$ cat src/rtl/abl_pkg.sv
`timescale 1ns/1ps
package abl_pkg;
  typedef enum logic [1:0] {CAL_IDLE, CAL_MEASURE, CAL_ABORT, CAL_DONE} cal_state_t;
  typedef enum logic [1:0] {RX_IDLE, RX_START, RX_DATA, RX_STOP} rx_state_t;
endpackage

$ cat src/rtl/abl_sync.sv
`timescale 1ns/1ps
// Flop chain that brings the asynchronous line into the clock domain.
module abl_sync #(
  parameter int STAGES   = 2,
  parameter bit IDLE_VAL = 1'b1
) (
  input  logic clk,
  input  logic rst_n,
  input  logic din,
  output logic dout
);
  logic [STAGES-1:0] chain;

  generate
    if (STAGES == 1) begin : g_one
      always_ff @(posedge clk or negedge rst_n)
        if (!rst_n) chain <= IDLE_VAL;
        else        chain <= din;
    end else begin : g_many
      always_ff @(posedge clk or negedge rst_n)
        if (!rst_n) chain <= {STAGES{IDLE_VAL}};
        else        chain <= {chain[STAGES-2:0], din};
    end
  endgenerate

  assign dout = chain[STAGES-1];
endmodule

$ cat src/rtl/abl_calib.sv
`timescale 1ns/1ps
// Measures the low stretch of the calibration character and derives the bit period.
module abl_calib import abl_pkg::*; #(
  parameter int DIV_W     = 10,
  parameter int LOW_SHIFT = 3,
  parameter int MAX_LOW   = 4096,
  parameter int MIN_LOW   = 32
) (
  input  logic             clk,
  input  logic             rst_n,
  input  logic             line,
  output logic             locked,
  output logic             cal_err,
  output logic [DIV_W-1:0] divisor
);
  localparam int CNT_W = DIV_W + LOW_SHIFT;

  cal_state_t       st;
  logic [CNT_W-1:0] cnt;

  always_ff @(posedge clk or negedge rst_n) begin
    if (!rst_n) begin
      st      <= CAL_IDLE;
      cnt     <= '0;
      cal_err <= 1'b0;
      divisor <= '0;
    end else begin
      cal_err <= 1'b0;
      case (st)
        CAL_IDLE: begin
          if (!line) begin
            cnt <= CNT_W'(1);
            st  <= CAL_MEASURE;
          end
        end
        CAL_MEASURE: begin
          if (!line) begin
            if (cnt == CNT_W'(MAX_LOW)) begin
              cal_err <= 1'b1;
              st      <= CAL_ABORT;
            end else begin
              cnt <= cnt + 1'b1;
            end
          end else if (cnt < CNT_W'(MIN_LOW)) begin
            cal_err <= 1'b1;
            st      <= CAL_IDLE;
          end else begin
            divisor <= cnt[CNT_W-1 -: DIV_W];
            st      <= CAL_DONE;
          end
        end
        CAL_ABORT: begin
          if (line) st <= CAL_IDLE;
        end
        default: ;
      endcase
    end
  end

  assign locked = (st == CAL_DONE);
endmodule

$ cat src/rtl/abl_rx.sv
`timescale 1ns/1ps
// Receiver: start-edge search, half-bit confirmation, whole-bit sampling.
module abl_rx import abl_pkg::*; #(
  parameter int DIV_W     = 10,
  parameter int DATA_BITS = 8
) (
  input  logic                 clk,
  input  logic                 rst_n,
  input  logic                 en,
  input  logic                 line,
  input  logic [DIV_W-1:0]     divisor,
  output logic                 rx_valid,
  output logic [DATA_BITS-1:0] rx_data,
  output logic                 frame_err
);
  localparam int IDX_W = $clog2(DATA_BITS);

  rx_state_t            st;
  logic [DIV_W-1:0]     tmr;
  logic [IDX_W-1:0]     idx;
  logic                 line_q;
  logic [DATA_BITS-1:0] shreg;
  logic [DIV_W-1:0]     half_m1;
  logic [DIV_W-1:0]     full_m1;
  logic                 tick;

  assign half_m1 = (divisor >> 1) - 1'b1;
  assign full_m1 = divisor - 1'b1;
  assign tick    = (tmr == '0);

  always_ff @(posedge clk or negedge rst_n) begin
    if (!rst_n) begin
      st        <= RX_IDLE;
      tmr       <= '0;
      idx       <= '0;
      line_q    <= 1'b1;
      shreg     <= '0;
      rx_valid  <= 1'b0;
      rx_data   <= '0;
      frame_err <= 1'b0;
    end else begin
      line_q    <= line;
      rx_valid  <= 1'b0;
      frame_err <= 1'b0;
      case (st)
        RX_IDLE: begin
          if (en && line_q && !line) begin
            tmr <= half_m1;
            st  <= RX_START;
          end
        end
        RX_START: begin
          if (tick) begin
            if (!line) begin
              tmr <= full_m1;
              idx <= '0;
              st  <= RX_DATA;
            end else begin
              st <= RX_IDLE;
            end
          end else begin
            tmr <= tmr - 1'b1;
          end
        end
        RX_DATA: begin
          if (tick) begin
            shreg <= {line, shreg[DATA_BITS-1:1]};
            tmr   <= full_m1;
            idx   <= idx + 1'b1;
            if (idx == IDX_W'(DATA_BITS-1)) st <= RX_STOP;
          end else begin
            tmr <= tmr - 1'b1;
          end
        end
        RX_STOP: begin
          if (tick) begin
            if (line) begin
              rx_valid <= 1'b1;
              rx_data  <= shreg;
            end else begin
              frame_err <= 1'b1;
            end
            st <= RX_IDLE;
          end else begin
            tmr <= tmr - 1'b1;
          end
        end
        default: st <= RX_IDLE;
      endcase
    end
  end
endmodule

$ cat src/rtl/abl_tx.sv
`timescale 1ns/1ps
// Transmitter: one frame per handshake, each bit held for one learned period.
module abl_tx #(
  parameter int DIV_W     = 10,
  parameter int DATA_BITS = 8
) (
  input  logic                 clk,
  input  logic                 rst_n,
  input  logic                 en,
  input  logic [DIV_W-1:0]     divisor,
  input  logic                 tx_valid,
  input  logic [DATA_BITS-1:0] tx_data,
  output logic                 tx_ready,
  output logic                 ser_out
);
  localparam int FRAME_W = DATA_BITS + 2;
  localparam int NB_W    = $clog2(FRAME_W);

  logic               busy;
  logic [FRAME_W-1:0] shreg;
  logic [DIV_W-1:0]   tmr;
  logic [NB_W-1:0]    nbit;

  assign tx_ready = en && !busy;
  assign ser_out  = shreg[0];

  always_ff @(posedge clk or negedge rst_n) begin
    if (!rst_n) begin
      busy  <= 1'b0;
      shreg <= '1;
      tmr   <= '0;
      nbit  <= '0;
    end else if (!busy) begin
      if (tx_valid && tx_ready) begin
        busy  <= 1'b1;
        shreg <= {1'b1, tx_data, 1'b0};
        tmr   <= divisor - 1'b1;
        nbit  <= '0;
      end
    end else if (tmr != '0) begin
      tmr <= tmr - 1'b1;
    end else if (nbit == NB_W'(FRAME_W-1)) begin
      busy <= 1'b0;
    end else begin
      shreg <= {1'b1, shreg[FRAME_W-1:1]};
      nbit  <= nbit + 1'b1;
      tmr   <= divisor - 1'b1;
    end
  end
endmodule

$ cat src/rtl/autobaud_link.sv
`timescale 1ns/1ps
module autobaud_link #(
  parameter int MAX_BIT_CLKS = 512,
  parameter int MIN_LOW_CLKS = 32,
  parameter int DATA_BITS    = 8
) (
  input  logic                 clk,
  input  logic                 rst_n,
  input  logic                 ser_in,
  output logic                 ser_out,
  output logic                 rx_valid,
  output logic [DATA_BITS-1:0] rx_data,
  input  logic                 tx_valid,
  output logic                 tx_ready,
  input  logic [DATA_BITS-1:0] tx_data,
  output logic                 locked,
  output logic                 cal_err,
  output logic                 frame_err
);
  localparam int DIV_W     = $clog2(MAX_BIT_CLKS + 1);
  localparam int LOW_SHIFT = $clog2(DATA_BITS);
  localparam int MAX_LOW   = MAX_BIT_CLKS * DATA_BITS;

  logic             line_s;
  logic [DIV_W-1:0] divisor;

  abl_sync #(.STAGES(2), .IDLE_VAL(1'b1)) i_sync (
    .clk(clk), .rst_n(rst_n), .din(ser_in), .dout(line_s)
  );

  abl_calib #(
    .DIV_W(DIV_W), .LOW_SHIFT(LOW_SHIFT), .MAX_LOW(MAX_LOW), .MIN_LOW(MIN_LOW_CLKS)
  ) i_calib (
    .clk(clk), .rst_n(rst_n), .line(line_s),
    .locked(locked), .cal_err(cal_err), .divisor(divisor)
  );

  abl_rx #(.DIV_W(DIV_W), .DATA_BITS(DATA_BITS)) i_rx (
    .clk(clk), .rst_n(rst_n), .en(locked), .line(line_s), .divisor(divisor),
    .rx_valid(rx_valid), .rx_data(rx_data), .frame_err(frame_err)
  );

  abl_tx #(.DIV_W(DIV_W), .DATA_BITS(DATA_BITS)) i_tx (
    .clk(clk), .rst_n(rst_n), .en(locked), .divisor(divisor),
    .tx_valid(tx_valid), .tx_data(tx_data), .tx_ready(tx_ready), .ser_out(ser_out)
  );
endmodule

$ cat config.mk
export PLATFORM = sky130hd
export DESIGN_NAME = autobaud_link
export DESIGN_NICKNAME = d
export VERILOG_FILES = /design/src/rtl/abl_pkg.sv /design/src/rtl/abl_sync.sv /design/src/rtl/abl_calib.sv /design/src/rtl/abl_rx.sv /design/src/rtl/abl_tx.sv /design/src/rtl/autobaud_link.sv
export SDC_FILE = /design/constraint.sdc
export NUM_CORES = 1
export LEC_CHECK = 0
export BUFFER_PORTS_ARGS = -buffer_cell sky130_fd_sc_hd__buf_2
export CAP_MARGIN = 20
export CORE_ASPECT_RATIO = 0.75
export CORE_MARGIN = 2
export CORE_UTILIZATION = 50
export CTS_BUF_LIST = sky130_fd_sc_hd__clkbuf_4
export DETAILED_ROUTE_END_ITERATION = 6
export PLACE_DENSITY = 0.67
export SETUP_SLACK_MARGIN = 0.1
export SLEW_MARGIN = 20
export SYNTH_ARGS = -nofsm -noshare
export SYNTH_HDL_FRONTEND = slang
export SYNTH_SLANG_ARGS = --single-unit
export TNS_END_PERCENT = 30
$ cat constraint.sdc
create_clock -name clk -period 2.33 [get_ports clk]
set_input_delay 0.699 -clock clk [delete_from_list [all_inputs] [get_ports clk]]
set_output_delay 0.699 -clock clk [all_outputs]
set_load 0.1 [all_outputs]
# --- Word-level counts from Yosys, hierarchy flattened ---
# Index checks and enable logic that the tools add are counted.
word_totals:
  inputBits: 12
  out_inout_bits: 14
  reg_bits: 87
op_classes:
  mux: 53
  eq_ne: 25
  addsub: 7
  n_reduce_logical: 24
  magnitude_cmp: 1
  bitwise_logic: 1
ops:
  columns: ["op", "n"]
  rows:
  - ["$mux W10", 13]
  - ["$pmux W10 S4", 1]
  - ["$mux W13", 3]
  - ["$sub A10 B1 Y10 const B", 3]
  - ["$pmux W13 S2", 1]
  - ["$mux W2", 11]
  - ["$mux W4", 4]
  - ["$ne A2 B2 Y1 const B", 8]
  - ["$mux W1", 14]
  - ["$add A13 B1 Y13 const B", 1]
  - ["$eq A13 B13 Y1 const B", 1]
  - ["$lt A13 B6 Y1 const B", 1]
  - ["$reduce_and A3 Y1", 4]
  - ["$reduce_and A4 Y1", 3]
  - ["$logic_not A10 Y1", 1]
  - ["$ne A2 B1 Y1 const B", 5]
  - ["$reduce_bool A10 Y1", 1]
  - ["$sub A9 B1 Y10 const B", 1]
  - ["$mux W3", 3]
  - ["$eq A2 B2 Y1 const B", 4]
  - ["$pmux W2 S4", 1]
  - ["$ne A3 B3 Y1 const B", 2]
  - ["$pmux W2 S3", 1]
  - ["$pmux W3 S2", 1]
  - ["14 further kinds", 23]

# --- Longest topological paths before layout ---
# Gate-level depths: netlist of the first run.
logic_depth:
  word_depth: 5
  depth_mapped: 9
  depth_no_buf: 7

# --- Modules after synthesis ---
# A second synthesis of the first run with hierarchy kept.
hier_totals:
  cells_unflattened: 513
  area_unflattened_um2: 4997.3
modules_own_cells:
  columns: ["mod", "cells_per_inst", "seq_area_each_um2", "area_each_um2", "instances"]
  rows:
  - ["abl_rx", 222, 852.1, 2177.1, 1]
  - ["abl_tx", 161, 611.8, 1458.9, 1]
  - ["abl_calib", 128, 650.6, 1308.8, 1]
  - ["abl_sync", 2, 52.6, 52.6, 1]

# --- Worst setup path after synthesis of the first run ---
# No wires, ideal clock.
synth_path:
  path_kind: "reg-to-output"
  from: "register i_calib.st[0]"
  to: "output port tx_ready"
  t_arrival_ns: 2.663
  stages_incl_launch_ff: 3
  path_buffers: 0
  required_ns: 1.631
  path_slack_ns: -1.032
  cell_sequence: "dfrtp_1 ha_1 nor2b_1"
synth_between:
  elab_chain_len: 2
synth_lines:
  columns: ["item", "line", "text"]
  rows:
  - ["start: declaration", "abl_calib.sv:18", "cal_state_t st;"]
  - ["start signal: assignment", "abl_calib.sv:23", "st <= CAL_IDLE;"]
  - ["start signal: assignment", "abl_calib.sv:33", "st <= CAL_MEASURE;"]
  - ["start signal: assignment", "abl_calib.sv:40", "st <= CAL_ABORT;"]
  - ["$eq A2 B2 Y1", "abl_calib.sv:60", "assign locked = (st == CAL_DONE);"]
  - ["via locked", "autobaud_link.sv:16", "output logic locked,"]
  - ["$logic_and A1 B1 Y1", "abl_tx.sv:24", "assign tx_ready = en && !busy;"]
  - ["end: declaration", "autobaud_link.sv:14", "output logic tx_ready,"]
# The timed path passes the listed nets, and every way through them passes these cells.

# --- Final worst setup path of the first run ---
layout_path:
  from: "register i_calib.st[0]"
  to: "output port tx_ready"
layout_between:
  elab_chain_len: 2
layout_lines:
  columns: ["item", "line"]
  rows:
  - ["$eq A2 B2 Y1", "abl_calib.sv:60"]
  - ["$logic_and A1 B1 Y1", "abl_tx.sv:24"]
# No other way between the ends.

==> impl_metrics.yaml, run 1 <==
layout:
  syn_to_final_growth_pct: 10.7
  fillers: 868
  post-route-util_pct: 56.6
  regArea_mm2: 0.00217
  nNetsFinal: 565
  multiInputGateArea_mm2: 0.00259
  diodes: 0
  drive_gt1_share_pct: 18.6
cts:
  clock_path_buffers: 2
  insertion_delay_ps: 440
  path_clk_slew_ps: 130
  clock-sinks: 86
  numCtsBuffers: 9
  cts_tree: "built"
  h-tree-depth: 3
  post_cts_buffers: 0
  root_buffer: "clkbuf_4"
global_route:
  grt_pass1_wl_um: 19300
  grt_pass1_vias: 3815
  antenna_found_initial: 0
  grtUsageTotal_pct: 22.4
  grt_max_degree: 87
  overflow: 0
drt:
  drtPass1Iterations: 5
  dr.first_iter.drc_count: 352
  drt_wl_total_um: 11000
  post_drt_wl_per_cell_um: 16.4
  final_antenna_net_count: 0
  viasPerCell: 5.75
  post-route-drc-count: 0
  vias: 3851
yosys:
  synth_edf_count: 0
  synth_area_mm2: 0.00491
  synthTopCellsByArea: "dfrtp_1 38%, dfstp_2 6.4%, ha_1 5.1%"
  synthFlopType: "dfrtp_1"
  async_flop_share_pct: 100
  yosysSeqAreaShare_pct: 44.1
  yosys_warnings: 0
  postSynthAreaPerCell_um2: 9.85
  ys_types: 71
  yosys.area.top_type: "dfrtp_1"
  yosysTopAreaCellShare_pct: 37.7
  synth_seq_cells: 86
  synth_cells: 499
  synth_fp_nets: 531
timing:
  max_freq_ghz: 0.450
  slew_headroom_pct: 62.2
  post-route-min-period_ps: 2220
  grt_setup_unrepaired: "true"
  worst_slew_pin_slew_ps: 559
  slew_viol_final: 0
  hold_viol_final: 0
  fin_setup_tns_ps: 0
  finClkSkew_ps: 6.55
  period_share_pct: 95.3
  fin_ws_ps: 109
  setup_viol: 0
critical_path:
  cp_max_fo: 4
  worst_setup_path_end_kind: "primary output"
  crit_arrival_ps: 1520
  worstSetupPathType: "flop to primary output"
  crit_required_ps: 1630
  worstSetupStartpointType: "flop"
pwr:
  total_power_uw: 4660
  power.ir.vdd_worst_v: 0.000344
  power_density_mw_per_mm2: 856
  p_leak_uw: 0.00248
floorplan:
  io_pins: 26
  die_h_um: 89.9
  die_width_um: 118
  rows: 31
  start_util_pct: 51.1
  core-area_mm2: 0.00962
  dieArea_mm2: 0.0106
place:
  gp_congestion: 0.907
  pre_cts_slack_ps: 68.0
  dp_hpwl_um: 7810
  portBuffers: 25
flow_run:
  max_cap_viol_count: 0
status:
  outcome: "finished, final reports clean"
hold_path:
  hold_class: "input port to async pin"
metal layers:
layer / vias to the layer above / share of wire [%] / GRT usage (%)
met5: - / 0 / 0
met4: 0 / 1.1 / 5.85
met3: 12 / 4.3 / 5.14
met2: 90 / 42 / 31.9
met1: 1878 / 52 / 34.4
li1: 1871 / - / -
Yosys cell counts (all sizes together), types with 3 or more instances:
master / number
dfrtp: 74
nand2: 52
nor2: 36
o21ai: 31
inv: 25
mux2: 23
a21oi: 20
ha: 20
nand3: 16
mux2i: 15
xnor2: 13
dfstp: 12
xor2: 12
buf: 11
clkbuf: 11
nor3: 11
nor4: 8
nand2b: 7
nand4: 7
and3: 6
o22ai: 6
a22o: 5
or3: 5
a221oi: 4
nand3b: 4
nor2b: 4
a211oi: 3
a311oi: 3
a31oi: 3
and4: 3
o211ai: 3
o311ai: 3
o31ai: 3
or4: 3
stage by stage:
stage	instance area, µm²	hold WS [ps]	cells
detailed placement	5290	352	654
CTS	5420	270	670
finish	5440	258	670
global placement	5290	350	654
floorplan	4930	345	499
global route	5440	299	670
critical path, cell delays in order (launching register included):
cell and delay [ps]:
dfrtp_1 450, ha_4 200, nor2b_4 150, buf_4 290
cells by family after synthesis:
logic type	Yosys count	share of synthesized area, %
buffers and inverters	47	4.02
AO/OA/AOI/OAI	109	15.5
XOR/XNOR	25	4.46
multiplexers	38	8.32
adder cells (fa/ha/maj)	20	5.09
flip-flops	86	44.1
AND/OR/NAND/NOR	174	18.6
state kept, by name (all words and copies together), names as in the netlist, 2 cells and up, named ones only:
name             flops
i_calib.cnt         13
i_calib.divisor     10
i_calib.st           2
i_rx.idx             3
i_rx.rx_data         8
i_rx.shreg           8
i_rx.tmr            10
i_sync.chain         2
i_tx.nbit            4
i_tx.shreg           9
i_tx.tmr            10
power breakdown:
part	internal [µW]	switching [µW]	leakage, µW	total, µW
clock network	327	494	0.0000689	822
logic	770	1090	0.00134	1860
registers	1700	277	0.00108	1970
timing repair:
action / CTS / global route
gates resized for setup: 2 / 8
endpoints found under the setup margin: 10 / 44
hold buffers: 0 / 0
area by class of cell:
| type | count | area share, % |
|---|---|---|
| multi-input cells | 366 | 47.7 |
| flip-flops and latches | 86 | 39.8 |
| repair buffers | 45 | 5.38 |
| well taps | 132 | 3.04 |
| inverters | 25 | 1.72 |
| clock buffers | 10 | 1.38 |
| clock inverters | 6 | 0.989 |
worst paths after layout:
| check | slack (ps) | from | to | cells after the start |
|---|---|---|---|---|
| setup / recovery | 110 | i_calib.st[0]$_DFFE_PN0P_ | tx_ready | 3 |
| hold / removal | 260 | rst_n | i_rx.tmr[2]$_DFFE_PN0P_ | 2 |
| setup reg to reg | 110 | i_tx.tmr[0]$_DFFE_PN0P_ | i_tx.tmr[9]$_DFFE_PN0P_ | 7 |
| hold reg to reg | 370 | i_sync.chain[0]$_DFF_PN1_ | i_sync.chain[1]$_DFF_PN1_ | 0 |
| max in group asynchronous | 1660 | rst_n | i_tx.shreg[7]$_DFFE_PN1P_ | 2 |
| min in group clk | 340 | ser_in | i_sync.chain[0]$_DFF_PN1_ | 1 |
placed cells by master (no fill, tap or decap), drive strengths merged, types with 5 or more instances in the layout:
master	n
a21oi	20
a22o	5
and3	6
buf	45
clkbuf	10
dfrtp	74
dfstp	12
ha	20
inv	25
mux2	23
mux2i	15
nand2	52
nand2b	7
nand3	16
nand4	7
nor2	36
nor3	11
nor4	8
o21ai	31
o22ai	6
or3	5
xnor2	13
xor2	12
Power figures use the tool's default switching activity.
==> inputs of run 2 (changes only) <==
Settings changed: CORE_ASPECT_RATIO 0.75 to unset.
==> impl_metrics.yaml, run 2 (synthesized netlist as in run 1, its figures left out) <==
drt:
  post_drt_wl_per_cell_um: 15.8
  post-route-drc-count: 0
  drt_wl_total_um: 10800
  dr.first_iter.drc_count: 128
  drtPass1Iterations: 6
  final_antenna_net_count: 0
  vias: 3822
  viasPerCell: 5.60
critical_path:
  slowest_delay_ps: 450
  cp_slowest_cell: "dfrtp_1"
  rr_worst_depth: 7
  cp_max_fo: 4
  worst_setup_path_end_kind: "primary output"
  crit_chain: "ha_4, nor2b_4, buf_4"
  worst-r2r-setup-slack_ps: 170
  crit_required_ps: 1630
  worstSetupStartpointType: "flop"
  worstSetupPathType: "flop to primary output"
  crit_arrival_ps: 1520
  r2r_end: "i_tx.tmr[2]$_DFFE_PN0P_"
  rr_startpoint: "i_tx.tmr[1]$_DFFE_PN0P_"
global_route:
  overflow: 0
  antenna_found_initial: 0
  grt_max_degree: 34
  grt_pass1_vias: 3755
  grtUsageTotal_pct: 22.1
  grt_pass1_wl_um: 18200
timing:
  hold_slack_ps: 189
  max_freq_ghz: 0.451
  grt_setup_unrepaired: "true"
  slew_viol_final: 0
  fin_setup_tns_ps: 0
  worst_slew_pin_slew_ps: 560
  period_share_pct: 95.3
  slew_headroom_pct: 62.1
  finClkSkew_ps: 16.1
  post-route-min-period_ps: 2220
  hold_viol_final: 0
  setup_viol: 0
place:
  portBuffers: 25
  dp_cells: 660
  gp_congestion: 1.05
  dp_hpwl_um: 8230
hold_path:
  hold_class: "input port to async pin"
layout:
  diodes: 0
  post-route-util_pct: 57.5
  syn_to_final_growth_pct: 12.7
  largest_reg_flops: 13
  layout_commonest_cell: "dfrtp_1"
  mostFrequentLayoutCells: "74 x dfrtp_1, 50 x nand2_1, 36 x nor2_1, 32 x buf_4, 24 x inv_1"
  drive_gt1_share_pct: 20.2
  instances_no_fill: 682
  nNetsFinal: 576
  regMostFlops: "i_calib.cnt"
cts:
  root_buffer: "clkbuf_4"
  cts_tree: "built"
  path_clk_slew_ps: 140
  insertion_delay_ps: 450
  ctsHoldBuffers: 0
  clock-sinks: 86
  numCtsBuffers: 9
  clock_path_buffers: 2
  h-tree-depth: 3
flow_run:
  max_cap_viol_count: 0
floorplan:
  dieArea_mm2: 0.0106
  io_pins: 26
  start_util_pct: 51.0
  die_h_um: 103
  die_width_um: 103
  core-area_mm2: 0.00964
  rows: 36
pwr:
  power.ir.vdd_worst_v: 0.000714
  p_leak_uw: 0.00254
  power_density_mw_per_mm2: 859
status:
  outcome: "finished, final reports clean"
-- run 2: cell types whose count changed in the layout (fill, tap and decap cells not counted), sizes merged --
| cell | delta |
|---|---|
| clkinv | -2 |
| buf | +10 |
| nand2 | +1 |
| clkbuf | -1 |
| inv | +3 |
-- run 2: worst max path at each step --
stage / start / endpoint / slack (ps) / depth (start not counted)
after floorplan: i_calib.st[0]$_DFFE_PN0P_ / tx_ready / 280 / 2
after global placement: i_rx.tmr[0]$_DFFE_PN0P_ / i_rx.rx_data[6]$_DFFE_PN0P_ / 200 / 6
after detailed placement: i_rx.tmr[0]$_DFFE_PN0P_ / i_rx.rx_data[5]$_DFFE_PN0P_ / 120 / 6
after CTS: i_calib.st[0]$_DFFE_PN0P_ / tx_ready / 70 / 3
after global routing: i_calib.st[1]$_DFFE_PN0P_ / i_calib.cnt[12]$_DFFE_PN0P_ / 30 / 7
final: i_calib.st[0]$_DFFE_PN0P_ / tx_ready / 110 / 3
-- run 2: what timing repair did --
action / 4_1_cts / 5_1_grt
gates cloned: 0 / 1
resized for setup: 2 / 6
endpoints found under the setup margin: 7 / 41
buffers inserted: 0 / 5
pin swaps: 0 / 2
-- run 2: critical path: cells and delay by family (launching register included) --
family / cells / cell delay (ps)
DFF: 1 / 450
and+or+nand+nor: 1 / 140
adders and majority gates: 1 / 200
buffers and inverters: 1 / 290
-- run 2: layout make-up --
cell class,count,area [µm²]
multi-input combinational,367,2590
clock inverter,7,81.3
timing repair buffer,55,370
clock buffer,9,67.6
tap,133,166
fill,888,4100
inverter,25,93.8
sequential,86,2170
-- run 2: stage by stage --
stage / worst slack (ps) / total power (µW) / area [µm²]
CTS: 71.5 / 4780 / 5480
floorplan: 276 / 3330 / 4930
detailed placement: 118 / 3860 / 5330
finish: 111 / 4760 / 5540
global placement: 197 / 3820 / 5330
global route: 29.1 / 5090 / 5540
-- run 2: metal layers --
layer / up-vias / global-route usage (%) / wire length [µm]
met2: 57 / 37.9 / 5370
met4: 0 / 7.69 / 266
li1: 1893 / - / -
met3: 21 / 4.61 / 312
met1: 1851 / 27.7 / 4820
met5: - / 0 / 0
-- run 2: report_power, final --
group          switching, µW  total, µW  internal [µW]
combinational           1090       1900            802
sequential               266       1960           1700
clock                    558        902            344
total                   1920       4760           2840
